## src/rtl/nor_seq_pkg.sv

```systemverilog
package nor_seq_pkg;

  typedef enum logic [1:0] {
    RES_OK      = 2'b00,
    RES_FAULT   = 2'b01,
    RES_TIMEOUT = 2'b10
  } res_e;

  typedef enum logic [2:0] {
    S_IDLE,
    S_CMD,
    S_BASE,
    S_POLL,
    S_CHK_A,
    S_CHK_B,
    S_EXIT
  } fsm_e;

  localparam logic [7:0]  CMD_RESET    = 8'hF0;
  localparam logic [7:0]  CMD_UNLOCK1  = 8'hAA;
  localparam logic [7:0]  CMD_UNLOCK2  = 8'h55;
  localparam logic [7:0]  CMD_ERASE_ST = 8'h80;
  localparam logic [7:0]  CMD_SECTOR   = 8'h30;
  localparam logic [7:0]  CMD_PROG_ST  = 8'hA0;
  localparam logic [11:0] OFF_HI       = 12'h555;
  localparam logic [11:0] OFF_LO       = 12'h2AA;

  localparam int ERASE_STEPS = 7;
  localparam int PROG_STEPS  = 5;

endpackage

```

## src/rtl/nor_cmd_step.sv

```systemverilog
module nor_cmd_step
  import nor_seq_pkg::*;
#(
  parameter int ADDR_W    = 24,
  parameter int CMD_SHIFT = 1,
  parameter int STEP_W    = 3
) (
  input  logic              op_prog,
  input  logic [STEP_W-1:0] step,
  input  logic [ADDR_W-1:0] tgt,
  input  logic [7:0]        wbyte,
  output logic [ADDR_W-1:0] c_addr,
  output logic [7:0]        c_data,
  output logic              c_last
);

  localparam logic [ADDR_W-1:0] A_HI = ADDR_W'(OFF_HI) << CMD_SHIFT;
  localparam logic [ADDR_W-1:0] A_LO = ADDR_W'(OFF_LO) << CMD_SHIFT;
  localparam logic [STEP_W-1:0] LAST_E = STEP_W'(ERASE_STEPS - 1);
  localparam logic [STEP_W-1:0] LAST_P = STEP_W'(PROG_STEPS - 1);

  always_comb begin
    c_addr = '0;
    c_data = CMD_RESET;
    if (!op_prog) begin
      c_last = (step == LAST_E);
      case (step)
        3'd1:    begin c_addr = A_HI; c_data = CMD_UNLOCK1;  end
        3'd2:    begin c_addr = A_LO; c_data = CMD_UNLOCK2;  end
        3'd3:    begin c_addr = A_HI; c_data = CMD_ERASE_ST; end
        3'd4:    begin c_addr = A_HI; c_data = CMD_UNLOCK1;  end
        3'd5:    begin c_addr = A_LO; c_data = CMD_UNLOCK2;  end
        3'd6:    begin c_addr = tgt;  c_data = CMD_SECTOR;   end
        default: begin c_addr = '0;   c_data = CMD_RESET;    end
      endcase
    end else begin
      c_last = (step == LAST_P);
      case (step)
        3'd1:    begin c_addr = A_HI; c_data = CMD_UNLOCK1; end
        3'd2:    begin c_addr = A_LO; c_data = CMD_UNLOCK2; end
        3'd3:    begin c_addr = A_HI; c_data = CMD_PROG_ST; end
        3'd4:    begin c_addr = tgt;  c_data = wbyte;       end
        default: begin c_addr = '0;   c_data = CMD_RESET;   end
      endcase
    end
  end

endmodule

```

## src/rtl/nor_poll_eval.sv

```systemverilog
module nor_poll_eval #(
  parameter int TGL_BIT  = 6,
  parameter int DATA_BIT = 7,
  parameter int FLAG_BIT = 5
) (
  input  logic       prev_tgl,
  input  logic [7:0] cur,
  input  logic       want_bit,
  output logic       settled,
  output logic       matched,
  output logic       dev_flag
);

  logic [7:0] cur_unused;

  assign settled    = (prev_tgl == cur[TGL_BIT]);
  assign matched    = (cur[DATA_BIT] == want_bit);
  assign dev_flag   = cur[FLAG_BIT];
  assign cur_unused = cur;

endmodule

```

## src/rtl/nor_timeout.sv

```systemverilog
module nor_timeout #(
  parameter int TMO_W = 24
) (
  input  logic             clk,
  input  logic             rst,
  input  logic             clr,
  input  logic [TMO_W-1:0] limit,
  output logic             expired
);

  logic [TMO_W-1:0] cnt;

  always_ff @(posedge clk) begin
    if (rst || clr)
      cnt <= '0;
    else if (!(&cnt))
      cnt <= cnt + 1'b1;
  end

  assign expired = (cnt > limit);

endmodule

```

## src/rtl/nor_seq.sv

```systemverilog
module nor_seq
  import nor_seq_pkg::*;
#(
  parameter int ADDR_W    = 24,
  parameter int TMO_W     = 24,
  parameter int CMD_SHIFT = 1
) (
  input  logic              clk,
  input  logic              rst,
  input  logic              start,
  input  logic              op_prog,
  input  logic [ADDR_W-1:0] tgt_addr,
  input  logic [7:0]        wr_byte,
  input  logic [TMO_W-1:0]  erase_limit,
  input  logic [TMO_W-1:0]  prog_limit,
  output logic              busy,
  output logic              done,
  output logic [1:0]        result,
  output logic              bus_req,
  output logic              bus_we,
  output logic [ADDR_W-1:0] bus_addr,
  output logic [7:0]        bus_wdata,
  input  logic              bus_ack,
  input  logic [7:0]        bus_rdata
);

  localparam int STEP_W = $clog2(ERASE_STEPS + 1);

  fsm_e              state;
  logic [STEP_W-1:0] step;
  logic              op_q;
  logic [ADDR_W-1:0] addr_q;
  logic [7:0]        byte_q;
  logic              prev_tgl;

  logic [ADDR_W-1:0] c_addr;
  logic [7:0]        c_data;
  logic              c_last;
  logic              settled, matched, dev_flag;
  logic              expired;
  logic              tmr_clr;
  logic [TMO_W-1:0]  lim_sel;
  logic              xfer_done;

  nor_cmd_step #(
    .ADDR_W(ADDR_W), .CMD_SHIFT(CMD_SHIFT), .STEP_W(STEP_W)
  ) u_cmd (
    .op_prog(op_q), .step(step), .tgt(addr_q), .wbyte(byte_q),
    .c_addr(c_addr), .c_data(c_data), .c_last(c_last)
  );

  nor_poll_eval u_eval (
    .prev_tgl(prev_tgl), .cur(bus_rdata), .want_bit(byte_q[7]),
    .settled(settled), .matched(matched), .dev_flag(dev_flag)
  );

  assign tmr_clr = (state == S_IDLE) || (state == S_CMD);
  assign lim_sel = op_q ? prog_limit : erase_limit;

  nor_timeout #(.TMO_W(TMO_W)) u_tmo (
    .clk(clk), .rst(rst), .clr(tmr_clr), .limit(lim_sel), .expired(expired)
  );

  assign xfer_done = bus_req && bus_ack;

  always_ff @(posedge clk) begin
    if (rst) begin
      state     <= S_IDLE;
      step      <= '0;
      op_q      <= 1'b0;
      addr_q    <= '0;
      byte_q    <= '0;
      prev_tgl  <= 1'b0;
      busy      <= 1'b0;
      done      <= 1'b0;
      result    <= RES_OK;
      bus_req   <= 1'b0;
      bus_we    <= 1'b0;
      bus_addr  <= '0;
      bus_wdata <= '0;
    end else begin
      done <= 1'b0;
      if (state == S_IDLE) begin
        if (start) begin
          op_q   <= op_prog;
          addr_q <= tgt_addr;
          byte_q <= wr_byte;
          step   <= '0;
          busy   <= 1'b1;
          state  <= S_CMD;
        end
      end else if (!bus_req) begin
        bus_req <= 1'b1;
        case (state)
          S_CMD: begin
            bus_we    <= 1'b1;
            bus_addr  <= c_addr;
            bus_wdata <= c_data;
          end
          S_EXIT: begin
            bus_we    <= 1'b1;
            bus_addr  <= '0;
            bus_wdata <= CMD_RESET;
          end
          default: begin
            bus_we    <= 1'b0;
            bus_addr  <= addr_q;
          end
        endcase
      end else if (xfer_done) begin
        bus_req <= 1'b0;
        case (state)
          S_CMD: begin
            if (c_last) state <= op_q ? S_POLL : S_BASE;
            else        step  <= step + 1'b1;
          end
          S_BASE: begin
            prev_tgl <= bus_rdata[6];
            state    <= S_POLL;
          end
          S_POLL: begin
            if (op_q ? matched : settled) begin
              state <= S_EXIT;
            end else if (dev_flag) begin
              state <= S_CHK_A;
            end else if (expired) begin
              state  <= S_IDLE;
              busy   <= 1'b0;
              done   <= 1'b1;
              result <= RES_TIMEOUT;
            end else begin
              prev_tgl <= bus_rdata[6];
            end
          end
          S_CHK_A: begin
            if (!op_q) begin
              prev_tgl <= bus_rdata[6];
              state    <= S_CHK_B;
            end else if (matched) begin
              state <= S_EXIT;
            end else begin
              state  <= S_IDLE;
              busy   <= 1'b0;
              done   <= 1'b1;
              result <= RES_FAULT;
            end
          end
          S_CHK_B: begin
            if (settled) begin
              state <= S_EXIT;
            end else begin
              state  <= S_IDLE;
              busy   <= 1'b0;
              done   <= 1'b1;
              result <= RES_FAULT;
            end
          end
          S_EXIT: begin
            state  <= S_IDLE;
            busy   <= 1'b0;
            done   <= 1'b1;
            result <= RES_OK;
          end
          default: state <= S_IDLE;
        endcase
      end
    end
  end

  AST_REQ_HOLD: assert property (@(posedge clk) disable iff (rst)
    bus_req && !bus_ack |=> bus_req && $stable(bus_addr) && $stable(bus_wdata) && $stable(bus_we));
  AST_REQ_DROP: assert property (@(posedge clk) disable iff (rst)
    bus_req && bus_ack |=> !bus_req);
  AST_DONE_PULSE: assert property (@(posedge clk) disable iff (rst)
    done |=> !done);
  AST_DONE_NOT_BUSY: assert property (@(posedge clk) disable iff (rst)
    done |-> !busy && !bus_req);
  AST_START_IGNORED: assert property (@(posedge clk) disable iff (rst)
    busy && $past(busy) |-> $stable(addr_q) && $stable(op_q) && $stable(byte_q));
  AST_EXIT_ON_OK: assert property (@(posedge clk) disable iff (rst)
    done && result == RES_OK |-> $past(bus_req && bus_ack && bus_we && bus_wdata == CMD_RESET && bus_addr == '0));
  AST_FAIL_FROM_READ: assert property (@(posedge clk) disable iff (rst)
    done && result != RES_OK |-> $past(bus_req && bus_ack && !bus_we));
  AST_RESULT_LEGAL: assert property (@(posedge clk) disable iff (rst)
    done |-> result != 2'b11);
  AST_POLL_AT_TARGET: assert property (@(posedge clk) disable iff (rst)
    bus_req && !bus_we |-> bus_addr == addr_q);

endmodule

```

## config.mk

```make
export PLATFORM = sky130hd
export DESIGN_NAME = nor_seq
export DESIGN_NICKNAME = d
export VERILOG_FILES = /design/src/rtl/nor_seq_pkg.sv /design/src/rtl/nor_cmd_step.sv /design/src/rtl/nor_poll_eval.sv /design/src/rtl/nor_timeout.sv /design/src/rtl/nor_seq.sv
export SDC_FILE = /design/constraint.sdc
export NUM_CORES = 1
export LEC_CHECK = 0
export BUFFER_PORTS_ARGS = -buffer_cell sky130_fd_sc_hd__buf_2
export CAP_MARGIN = 20
export CELL_PAD_IN_SITES_DETAIL_PLACEMENT = 0
export CELL_PAD_IN_SITES_GLOBAL_PLACEMENT = 2
export CORE_UTILIZATION = 34
export CTS_CLUSTER_SIZE = 8
export DETAILED_ROUTE_END_ITERATION = 7
export GPL_TIMING_DRIVEN = 0
export HOLD_SLACK_MARGIN = 0.08
export PLACE_DENSITY = 0.93
export SYNTH_ARGS = -nofsm -noshare
export SYNTH_HDL_FRONTEND = slang
export SYNTH_SLANG_ARGS = --single-unit
```

## constraint.sdc

```tcl
create_clock -name clk -period 8.8 [get_ports clk]
set_input_delay 2.2 -clock clk [delete_from_list [all_inputs] [get_ports clk]]
set_output_delay 2.2 -clock clk [all_outputs]
set_load 0.01 [all_outputs]
```

==> metrics.csv, run 1 <==
metric,value,unit
antennaDiodeCount,0,
core_area,15830,µm²
preCtsSetupSlack,4447,ps
worstHoldEndpoint,bus_addr[10],
drt_pre_antenna_iters,5,
wl_per_cell,14.61,µm
floorplan.initialDensity,34.59,%
clock_input_transition_at_the_sequential_cells_of_the_worst_setup_and_hold_paths,70,ps
timing.final.hold_violations,0,
leading_cell_types_in_the_layout_fill_and_taps_excluded,"sky130_fd_sc_hd__buf_2, sky130_fd_sc_hd__nand2_1, sky130_fd_sc_hd__dfxtp_1",
die_y,128.9,µm
yosysWarnings,0,
synth_cell_types,65,
grt_pass1_wl,24290,µm
cts.hold.buffers_added,0,
largest_net_degree_at_the_start_of_global_routing,18,
cts.sinks,102,
critPathKind,in -> reg,
finish.instance_area,6655,µm²
clock-root-buffer,sky130_fd_sc_hd__clkbuf_16,
antenna_found_initial,0,
dieArea,16620,µm²
cts_repair_resize_count,0,
path_max_fanout,4,
dp_hpwl,11460,µm
detail-route-antenna-nets,0,
placed_cells_incl_taps,1008,
rr_worst_depth,11,
fp-row-count,46,
maxCapViolations,0,
regToRegEndpoint,result[1],
layout-drive-gt1-share,23.14,%
tritoncts,yes,
routed-via-count,5053,
timing.final.setup_violations,0,
synth.avg_cell_area,8.209,µm²
ys_seq_elements,102,
r2r_setup_slack,4830,ps
remaining_drc_errors,0,
setup.worst_path.start_class,input pin,
detail_route.vias_per_cell,4.935,
final_min_period_over_clock_period,45.53,%
worst_r2r_startpoint,op_q,
postSynthCellCount,667,
slew-limit-headroom,39.60,%
clk_latency,350,ps
report.final.slew_viol_count,0,
critPathArrivalTime,4240,ps
die_w,128.9,µm
hold_path_depth,2,
setup_tns,0,ps
syn_to_layout_area_delta,21.55,%
cellPowerDensity,194.8,nW/µm²
hold_start,bus_addr[10],
vdd_ir_max,99.87,µV
design.portCount,131,
run_status,completed,
synthArstFlopShare,0,%
post_synth_instance_area,5475,µm²
htree_num_levels,3,
fmax,249.6,MHz
first_global_vias,4716,
worst_setup_path_end_kind,register,
numCtsBuffers,9,
seq_area_frac_synth,37.29,%
rsz0062_at_grt,no,
overall_overflow_remaining_after_global_route,0,
critPathRequiredTime,9040,ps
final_net_count,929,
synth-edff-count,0,
groute.usage.overall,18.84,%
wire_length_after_detailed_routing,14960,µm
finish.cell_count_without_fillers,1024,
dominantRegCellSynth,sky130_fd_sc_hd__dfxtp_1,
utilization,42.05,%
layout_min_cycle_time,4007,ps
drt_iter0_markers,312,
finalClockSkew,9.000,ps
cts-root-to-sink-buffers,2,
static_leakage,2.715,nW
placed_instance_area,6371,µm²
total_power,1.297,mW
gp_congestion,0.7907,
worst_slew_pin_slew,906.1,ps
port_buffer_count,125,
final_worst_setup_slack,4793,ps
timing.hold.worst.class,reg -> reg,
final.hold.worst_slack,449.4,ps
layout_commonest_cell,sky130_fd_sc_hd__buf_2,
post-cts-setup-buffers,0,
syn-num-nets,793,
==> metal layers <==
| metal | global-route usage [%] | up-vias | part of all wire (%) |
|---|---|---|---|
| li1 | - | 2628 | - |
| met1 | 25.87 | 2320 | 49 |
| met2 | 29.73 | 94 | 46 |
| met3 | 3.909 | 11 | 4.2 |
| met4 | 5.398 | 0 | 1.2 |
| met5 | 0 | - | 0 |
==> layout make-up <==
class	instances	area, µm²
inverters	13	48.80
multi-input cells	518	3236
clock buffers	10	239.0
flip-flops and latches	102	2042
clock inverters	6	45.04
plain buffers	34	148.9
fillers	1649	9173
repair buffers	125	625.6
well taps	216	270.3
==> power breakdown <==
| part | leakage, nW | internal, mW | switching, mW |
|---|---|---|---|
| clock | 0.137 | 0.202 | 0.187 |
| combinational | 1.75 | 0.133 | 0.233 |
| sequential | 0.830 | 0.511 | 0.0316 |
| total | 2.71 | 0.845 | 0.451 |
==> synthesized netlist by cell type (7+ instances only) <==
cell type | count | area [µm²]
sky130_fd_sc_hd__inv_1 | 11 | 41.29
sky130_fd_sc_hd__nand4_1 | 13 | 81.33
sky130_fd_sc_hd__ha_1 | 33 | 412.9
sky130_fd_sc_hd__a22oi_1 | 18 | 135.1
sky130_fd_sc_hd__xor2_1 | 10 | 87.58
sky130_fd_sc_hd__buf_2 | 14 | 70.07
sky130_fd_sc_hd__mux2i_1 | 30 | 300.3
sky130_fd_sc_hd__nor2_1 | 66 | 247.7
sky130_fd_sc_hd__xnor2_1 | 9 | 78.83
sky130_fd_sc_hd__o21ai_0 | 30 | 150.1
sky130_fd_sc_hd__o211ai_1 | 7 | 52.55
sky130_fd_sc_hd__nor3_1 | 15 | 75.07
sky130_fd_sc_hd__dfxtp_1 | 102 | 2042
sky130_fd_sc_hd__nand2_1 | 113 | 424.2
sky130_fd_sc_hd__clkbuf_1 | 17 | 63.81
sky130_fd_sc_hd__a21oi_1 | 76 | 380.4
sky130_fd_sc_hd__nand3_1 | 15 | 75.07
sky130_fd_sc_hd__nor2b_1 | 7 | 43.79
==> worst max-delay path by stage <==
stage                              start   endpoint  slack, ps  depth (start not counted)
after floorplan            prog_limit[1]  result[1]       4800                          8
after global routing                op_q  result[1]       4500                         11
final                     prog_limit[19]   state[0]       4790                          9
after global placement    prog_limit[18]   state[0]       4450                          9
after detailed placement  prog_limit[19]   state[0]       4450                          9
after CTS                 prog_limit[19]   state[0]       4820                          9
==> cell families (layout without fill, tap and decap cells) <==
group                    Yosys count  in the layout  share of synthesized area, %
flip-flops                       102            102                         37.29
multiplexers                      33             33                         6.170
buffers and inverters             47            188                         3.611
XOR/XNOR                          21             21                         3.633
adder cells (fa/ha/maj)           33             33                         7.541
AO/OA/AOI/OAI                    166            166                         19.06
AND/OR/NAND/NOR                  265            265                         22.69
==> registers in the layout (all words and copies together) (netlist names), 2 cells and up <==
name,cells
addr_q,24
byte_q,8
u_tmo.cnt,24
state,3
step,3
bus_wdata,8
result,2
bus_addr,24
==> worst max-delay path, cell delays in order <==
cell,delay (ps)
sky130_fd_sc_hd__buf_2,70
sky130_fd_sc_hd__mux2i_1,60
sky130_fd_sc_hd__ha_1,350
sky130_fd_sc_hd__nand4_1,220
sky130_fd_sc_hd__nor4_4,460
sky130_fd_sc_hd__o311ai_1,230
sky130_fd_sc_hd__nand3_2,170
sky130_fd_sc_hd__o21bai_2,120
sky130_fd_sc_hd__a311o_1,350
Note: power is estimated with default switching activity, not from simulation.
==> run 2: changes to the inputs <==
--- a/config.mk
+++ b/config.mk
@@ -5,16 +5,17 @@
 export SDC_FILE = /design/constraint.sdc
 export NUM_CORES = 1
 export LEC_CHECK = 0
+export ABC_AREA = 1
 export BUFFER_PORTS_ARGS = -buffer_cell sky130_fd_sc_hd__buf_2
 export CAP_MARGIN = 20
 export CELL_PAD_IN_SITES_DETAIL_PLACEMENT = 0
 export CELL_PAD_IN_SITES_GLOBAL_PLACEMENT = 2
-export CORE_UTILIZATION = 34
+export CORE_UTILIZATION = 27
 export CTS_CLUSTER_SIZE = 8
 export DETAILED_ROUTE_END_ITERATION = 7
 export GPL_TIMING_DRIVEN = 0
 export HOLD_SLACK_MARGIN = 0.08
-export PLACE_DENSITY = 0.93
+export PLACE_DENSITY = 0.83
 export SYNTH_ARGS = -nofsm -noshare
 export SYNTH_HDL_FRONTEND = slang
 export SYNTH_SLANG_ARGS = --single-unit
==> constraint.sdc (replaced) <==
create_clock -name clk -period 3.4 [get_ports clk]
set_input_delay 0.85 -clock clk [delete_from_list [all_inputs] [get_ports clk]]
set_output_delay 0.85 -clock clk [all_outputs]
set_load 0.01 [all_outputs]
==> run 2 against run 1 <==
Sequential cell count stayed put. Largest power group is now combinational cells. First-iteration DRC count decreased by 40%. Combinational power grew to 6.6 times the previous value. Via count increased by 11%. Clock skew rose by 4.5 ps. Largest cell class unchanged. Total power grew to 3.9 times the previous value. Synthesized area grew 5.6%. Worst hold slack is essentially flat. Critical endpoint is now state[2].
==> metrics.csv, run 2 <==
metric,value,unit
run_status,completed,
design.portCount,131,
gr-usage-met3,2.086,%
critical_path.n_buffers_inverters,2,
cp_top_family,simple AND/OR/NAND/NOR gates,
yosysWarnings,0,
synth_area_leader_cell,sky130_fd_sc_hd__dfxtp_1,
globalRouteMet1Util,21.80,%
wire_length_after_detailed_routing,17380,µm
cts-root-to-sink-buffers,2,
switching_power_total,2.273,mW
critPathArrivalTime,3360,ps
fmax,325.5,MHz
path_common_cell,sky130_fd_sc_hd__nand2_1,
utilization,33.49,%
synthArstFlopShare,0,%
ys_seq_elements,102,
timing.final.setup_violations,0,
first_global_vias,5470,
seq_area_frac_synth,35.32,%
largest_net_degree_at_the_start_of_global_routing,19,
cts.hold.buffers_added,0,
final_min_period_over_clock_period,90.35,%
seqCellArea,2042,µm²
maxCapViolations,0,
clock-root-buffer,sky130_fd_sc_hd__clkbuf_16,
dieArea,22000,µm²
dominant_cells_by_area_after_synthesis,"sky130_fd_sc_hd__dfxtp_1, sky130_fd_sc_hd__o21ai_0, sky130_fd_sc_hd__nand2_1, sky130_fd_sc_hd__ha_1, sky130_fd_sc_hd__inv_1",
placed_instance_area,6746,µm²
yosysTopAreaCellShare,35.32,%
comb_power_share,47.5,%
synth.most_common_cell,sky130_fd_sc_hd__nand2_1,
die_w,148.3,µm
port_buffer_count,124,
timing.hold.worst.class,reg -> reg,
routed-via-count,5607,
static_leakage,3.198,nW
critical_path.max_stage_delay,390,ps
finalClockSkew,13.49,ps
antenna_found_initial,0,
syn-num-nets,921,
slew-limit-headroom,46.01,%
syn_to_layout_area_delta,21.77,%
post_synth_instance_area,5782,µm²
critPathKind,reg -> reg,
globalRouteMet2Util,27.89,%
die_y,148.3,µm
regToRegEndpoint,state[2],
floorplan.initialDensity,27.50,%
fp-row-count,53,
worst_r2r_startpoint,op_q,
synth.top_cells.by_count,"sky130_fd_sc_hd__nand2_1, sky130_fd_sc_hd__inv_1, sky130_fd_sc_hd__o21ai_0",
synth.avg_cell_area,7.273,µm²
vdd_ir_max,220.8,µV
dp_hpwl,13690,µm
htree_num_levels,3,
cellPowerDensity,724.5,nW/µm²
hold_start,addr_q[12],
registers_with_the_most_flip_flops,"addr_q: 24 flops, bus_addr: 24 flops, u_tmo.cnt: 24 flops",
worst_setup_path_end_kind,register,
drt_pre_antenna_iters,5,
wl_per_cell,14.37,µm
postSynthCellCount,795,
critPathRequiredTime,3690,ps
layout_min_cycle_time,3072,ps
fillers,2280,
detail-route-antenna-nets,0,
detail_route.vias_per_cell,4.638,
layout-drive-gt1-share,18.95,%
tritoncts,yes,
gp_congestion,0.8187,
finish.instance_area,7041,µm²
setup.worst_path.start_class,register,
drt_iter0_markers,187,
global_route.peak_usage_layer,met2,
power.clock.fraction,20.0,%
numCtsBuffers,9,
rr_worst_depth,16,
rsz0062_at_grt,no,
clk_latency,350,ps
cts.sinks,102,
multi_input_comb_area,3162,µm²
timing.final.hold_violations,0,
worst_slew_pin_slew,806.9,ps
overall_overflow_remaining_after_global_route,0,
remaining_drc_errors,0,
core_area,21020,µm²
synth_cell_types,42,
antennaDiodeCount,0,
crit_chain,clkbuf_4 -> buf_2 -> mux2i_1 -> ha_1 -> nand2_1 -> nor2_1 -> nand2_1 -> nor2_1 -> nand2_1 -> nand3_1 -> nand2_1 -> nand3_1 -> nand2_1 -> nand2_1 -> nand2_1 -> nor2_1,
timing.critical_path.slowest_stage_cell,sky130_fd_sc_hd__buf_2,
report.final.slew_viol_count,0,
layout_commonest_cell,sky130_fd_sc_hd__buf_2,
worstHoldEndpoint,addr_q[12],
r2r_setup_slack,330,ps
hold_path_depth,2,
synth-edff-count,0,
switching_share,44.57,%
grt_pass1_wl,28270,µm
leading_cell_types_in_the_layout_fill_and_taps_excluded,"sky130_fd_sc_hd__buf_2, sky130_fd_sc_hd__nand2_1, sky130_fd_sc_hd__inv_1",
seq_power_share,32.5,%
cellInternalPower,2.827,mW
dominantRegCellSynth,sky130_fd_sc_hd__dfxtp_1,
groute.usage.overall,16.48,%
clock_input_transition_at_the_sequential_cells_of_the_worst_setup_and_hold_paths,70,ps
path_max_fanout,17,
final_net_count,1055,
## run 2: changes by cell type in the layout (fill, tap and decap cells not counted), moves of 8 or more
cell / before / now
sky130_fd_sc_hd__a31oi_1: 1 / 19
sky130_fd_sc_hd__inv_1: 11 / 110
sky130_fd_sc_hd__o21ai_0: 30 / 104
sky130_fd_sc_hd__a22oi_1: 18 / 1
sky130_fd_sc_hd__a21oi_1: 76 / 66
sky130_fd_sc_hd__nand3_1: 15 / 42
sky130_fd_sc_hd__nor2_1: 66 / 52
sky130_fd_sc_hd__o211ai_1: 7 / 15
## run 2: worst max path at each step
| stage | start | end | slack, ps | cells after the start |
|---|---|---|---|---|
| 6_report | op_q | state[2] | 330 | 16 |
| 3_3_place_gp | op_q | state[2] | -400 | 16 |
| 2_1_floorplan | op_q | state[2] | 870 | 16 |
| 5_1_grt | op_q | state[2] | 40 | 16 |
| 3_5_place_dp | op_q | state[2] | -360 | 16 |
| 4_1_cts | op_q | state[2] | 130 | 16 |
## run 2: worst register-to-register path, delay by kind of cell, from the launching register on
family,cells,cell delay [ps]
and+or+nand+nor,12,1480
buffers and inverters,2,720
muxes,1,330
DFF,1,310
adders and majority gates,1,190
## run 2: kinds of logic (layout without fill, tap and decap cells)
kind of cell	count (synthesis)	in the layout	synth area share (%)
adder cells (fa/ha/maj)	33	33	7.141
multiplexers	23	23	3.982
AO/OA/AOI/OAI	221	221	21.08
buffers and inverters	148	287	9.998
AND/OR/NAND/NOR	250	250	19.76
flip-flops	102	102	35.32
XOR/XNOR	18	18	2.727
## run 2: power groups by stage
stage / registers (mW) / logic, mW / clock network [mW]
2_1_floorplan: 1.71 / 1.63 / 0
3_3_place_gp: 1.68 / 2.42 / 0
3_5_place_dp: 1.69 / 2.44 / 0
4_1_cts: 1.66 / 2.44 / 1.05
5_1_grt: 1.70 / 2.79 / 1.10
6_report: 1.66 / 2.42 / 1.02
## run 2: final cells by class
cell class | instances | share of cell area, %
buffer | 31 | 2.008
tap | 275 | 4.887
timing repair buffer | 124 | 8.815
sequential | 102 | 29.00
clock buffer | 10 | 3.394
inverter | 116 | 6.184
multi-input combinational | 545 | 44.91
clock inverter | 6 | 0.7997
## run 2: timing repair
action,CTS,global route
gates resized for setup,0,1
setup endpoints to repair,8,2
pin swaps,0,0
buffers inserted,0,0
## run 2: per-layer routing
layer | wire length (µm) | up-vias
met2 | 8166 | 110
met1 | 8497 | 2538
met4 | 229 | 0
met3 | 487 | 14
li1 | - | 2945
met5 | 0 | -
## run 2: stage by stage
step / power (mW) / setup TNS, ps / worst slack, ps / hold WS (ps) / cells
floorplan: 3.343 / 0 / 873.4 / 423.7 / 795
global placement: 4.107 / -2289 / -396.5 / 433.0 / 1194
detailed placement: 4.126 / -2009 / -363.1 / 440.4 / 1194
CTS: 5.159 / 0 / 128.7 / 451.7 / 1209
global route: 5.583 / 0 / 41.62 / 468.4 / 1209
finish: 5.101 / 0 / 328.2 / 449.6 / 1209
==> run 3: changes to the inputs <==
--- a/config.mk
+++ b/config.mk
@@ -13,7 +13,6 @@
 export CORE_UTILIZATION = 27
 export CTS_CLUSTER_SIZE = 8
 export DETAILED_ROUTE_END_ITERATION = 7
-export GPL_TIMING_DRIVEN = 0
 export HOLD_SLACK_MARGIN = 0.08
 export PLACE_DENSITY = 0.83
 export SYNTH_ARGS = -nofsm -noshare
==> run 3 against run 2 <==
Register-to-register slack better by 350 ps. Via count down 2.7%. Sequential power about the same.
==> metrics.csv, run 3 (synthesized netlist as in run 2, its figures left out) <==
metric,value,unit
worstHoldEndpoint,addr_q[20],
leading_cell_types_in_the_layout_fill_and_taps_excluded,"sky130_fd_sc_hd__buf_2, sky130_fd_sc_hd__nand2_1, sky130_fd_sc_hd__inv_1",
routed-via-count,5456,
drt_pre_antenna_iters,4,
power.clock.fraction,21.6,%
comb_power_share,45.1,%
detail-route-antenna-nets,0,
met2_length,7660,µm
first_global_vias,5217,
critPathArrivalTime,2970,ps
registers_with_the_most_flip_flops,"addr_q: 24 flops, bus_addr: 24 flops, u_tmo.cnt: 24 flops",
design.portCount,131,
wl_per_cell,13.50,µm
switching_power_total,2.203,mW
timing.final.hold_violations,0,
clock-root-buffer,sky130_fd_sc_hd__clkbuf_16,
floorplan.initialDensity,27.50,%
crit_chain,mux2i_1 -> ha_1 -> nand2_1 -> nor2_1 -> nand2_1 -> nor2_1 -> nand3_1 -> nand2_1 -> nand3_1 -> nand2_1 -> nand2_1 -> nand2_1 -> nor2_1,
core_area,21020,µm²
cts.sinks,102,
cts.hold.buffers_added,0,
layout-drive-gt1-share,19.37,%
grt_pass1_wl,26180,µm
setup_tns,0,ps
dp_hpwl,12080,µm
total_power,5.070,mW
dieArea,22000,µm²
antennaDiodeCount,0,
layout_min_cycle_time,2720,ps
timing.hold.worst.class,reg -> reg,
clk_latency,360,ps
layout_commonest_cell,sky130_fd_sc_hd__buf_2,
fp-row-count,53,
wire_length_after_detailed_routing,16050,µm
remaining_drc_errors,0,
vdd_ir_max,279.1,µV
run_status,completed,
static_leakage,3.174,nW
maxCapViolations,0,
worst_r2r_startpoint,op_q,
numCtsBuffers,9,
overall_overflow_remaining_after_global_route,0,
timing.critical_path.slowest_stage_cell,sky130_fd_sc_hd__dfxtp_2,
finalClockSkew,11.17,ps
antenna_found_initial,0,
critical_path.max_stage_delay,680,ps
cellInternalPower,2.867,mW
syn_to_layout_area_delta,21.01,%
rsz0062_at_grt,no,
r2r_setup_slack,680,ps
critPathKind,reg -> reg,
detail_route.vias_per_cell,4.589,
route.layer.met1.wl,7800,µm
hold_path_depth,2,
rr_worst_depth,13,
fmax,367.6,MHz
htree_num_levels,3,
worst_setup_path_end_kind,register,
tritoncts,yes,
path_max_fanout,17,
fillers,2299,
cts-root-to-sink-buffers,2,
switching_share,43.45,%
final_min_period_over_clock_period,80.00,%
port_buffer_count,125,
cts_repair_resize_count,0,
uppermost_layer_routed,met4,
largest_net_degree_at_the_start_of_global_routing,65,
report.final.slew_viol_count,0,
die_w,148.3,µm
post-cts-setup-buffers,0,
cellPowerDensity,724.6,nW/µm²
utilization,33.28,%
hold_start,addr_q[20],
worst_slew_pin_slew,659.3,ps
seq_power_share,33.4,%
clock_input_transition_at_the_sequential_cells_of_the_worst_setup_and_hold_paths,70,ps
dr_wl_met3,338,µm
die_y,148.3,µm
groute.usage.overall,15.15,%
setup.worst_path.start_class,register,
critPathRequiredTime,3650,ps
regToRegEndpoint,state[2],
slew-limit-headroom,55.64,%
gp_congestion,0.8390,
path_common_cell,sky130_fd_sc_hd__nand2_1,
drt_iter0_markers,302,
timing.final.setup_violations,0,
final_net_count,1035,
run 3: metrics by stage:
step           setup WS, ps  cell area, µm²  hold WS (ps)  instances
6_report              679.8            6997         451.2       1189
3_5_place_dp          478.1            6688         438.7       1173
5_1_grt               338.5            6997         474.1       1189
3_3_place_gp          537.6            6688         435.9       1173
2_1_floorplan         873.4            5782         423.7        795
4_1_cts               574.6            6997         450.0       1189
run 3: critical path: cells and delay by family (launching register included):
kind,cells,cell delay (ps)
simple gates,11,1340
flops,1,680
fa+ha+maj,1,340
mux,1,240
run 3: worst max path at each step:
| stage | slack (ps) | start | end | depth (start not counted) |
|---|---|---|---|---|
| 6_report | 680 | op_q | state[2] | 13 |
| 5_1_grt | 340 | op_q | state[2] | 20 |
| 4_1_cts | 570 | op_q | state[2] | 13 |
| 3_5_place_dp | 480 | prog_limit[23] | state[2] | 14 |
| 3_3_place_gp | 540 | prog_limit[23] | state[2] | 14 |
| 2_1_floorplan | 870 | op_q | state[2] | 16 |
run 3: layout make-up:
type | count | area, µm² | share of cell area (%)
Timing Repair Buffer | 135 | 700.7 | 10.01
Inverter | 116 | 435.4 | 6.223
Clock inverter | 6 | 80.08 | 1.144
Sequential cell | 102 | 2043 | 29.20
Multi-Input combinational cell | 545 | 3164 | 45.23
Clock buffer | 10 | 229.0 | 3.273
Tap cell | 275 | 344.1 | 4.918
run 3: power by group through the flow:
| stage | Sequential (mW) | Combinational, mW | Clock (mW) |
|---|---|---|---|
| global placement | 1.72 | 2.30 | 0 |
| CTS | 1.70 | 2.31 | 1.13 |
| floorplan | 1.71 | 1.63 | 0 |
| detailed placement | 1.72 | 2.30 | 0 |
| finish | 1.69 | 2.29 | 1.09 |
| global route | 1.73 | 2.63 | 1.17 |
run 3: layer usage:
layer / vias up / GRT usage (%)
li1: 2919 / -
met1: 2437 / 19.36
met2: 85 / 26.15
met3: 15 / 1.840
met4: 0 / 5.258
met5: - / 0
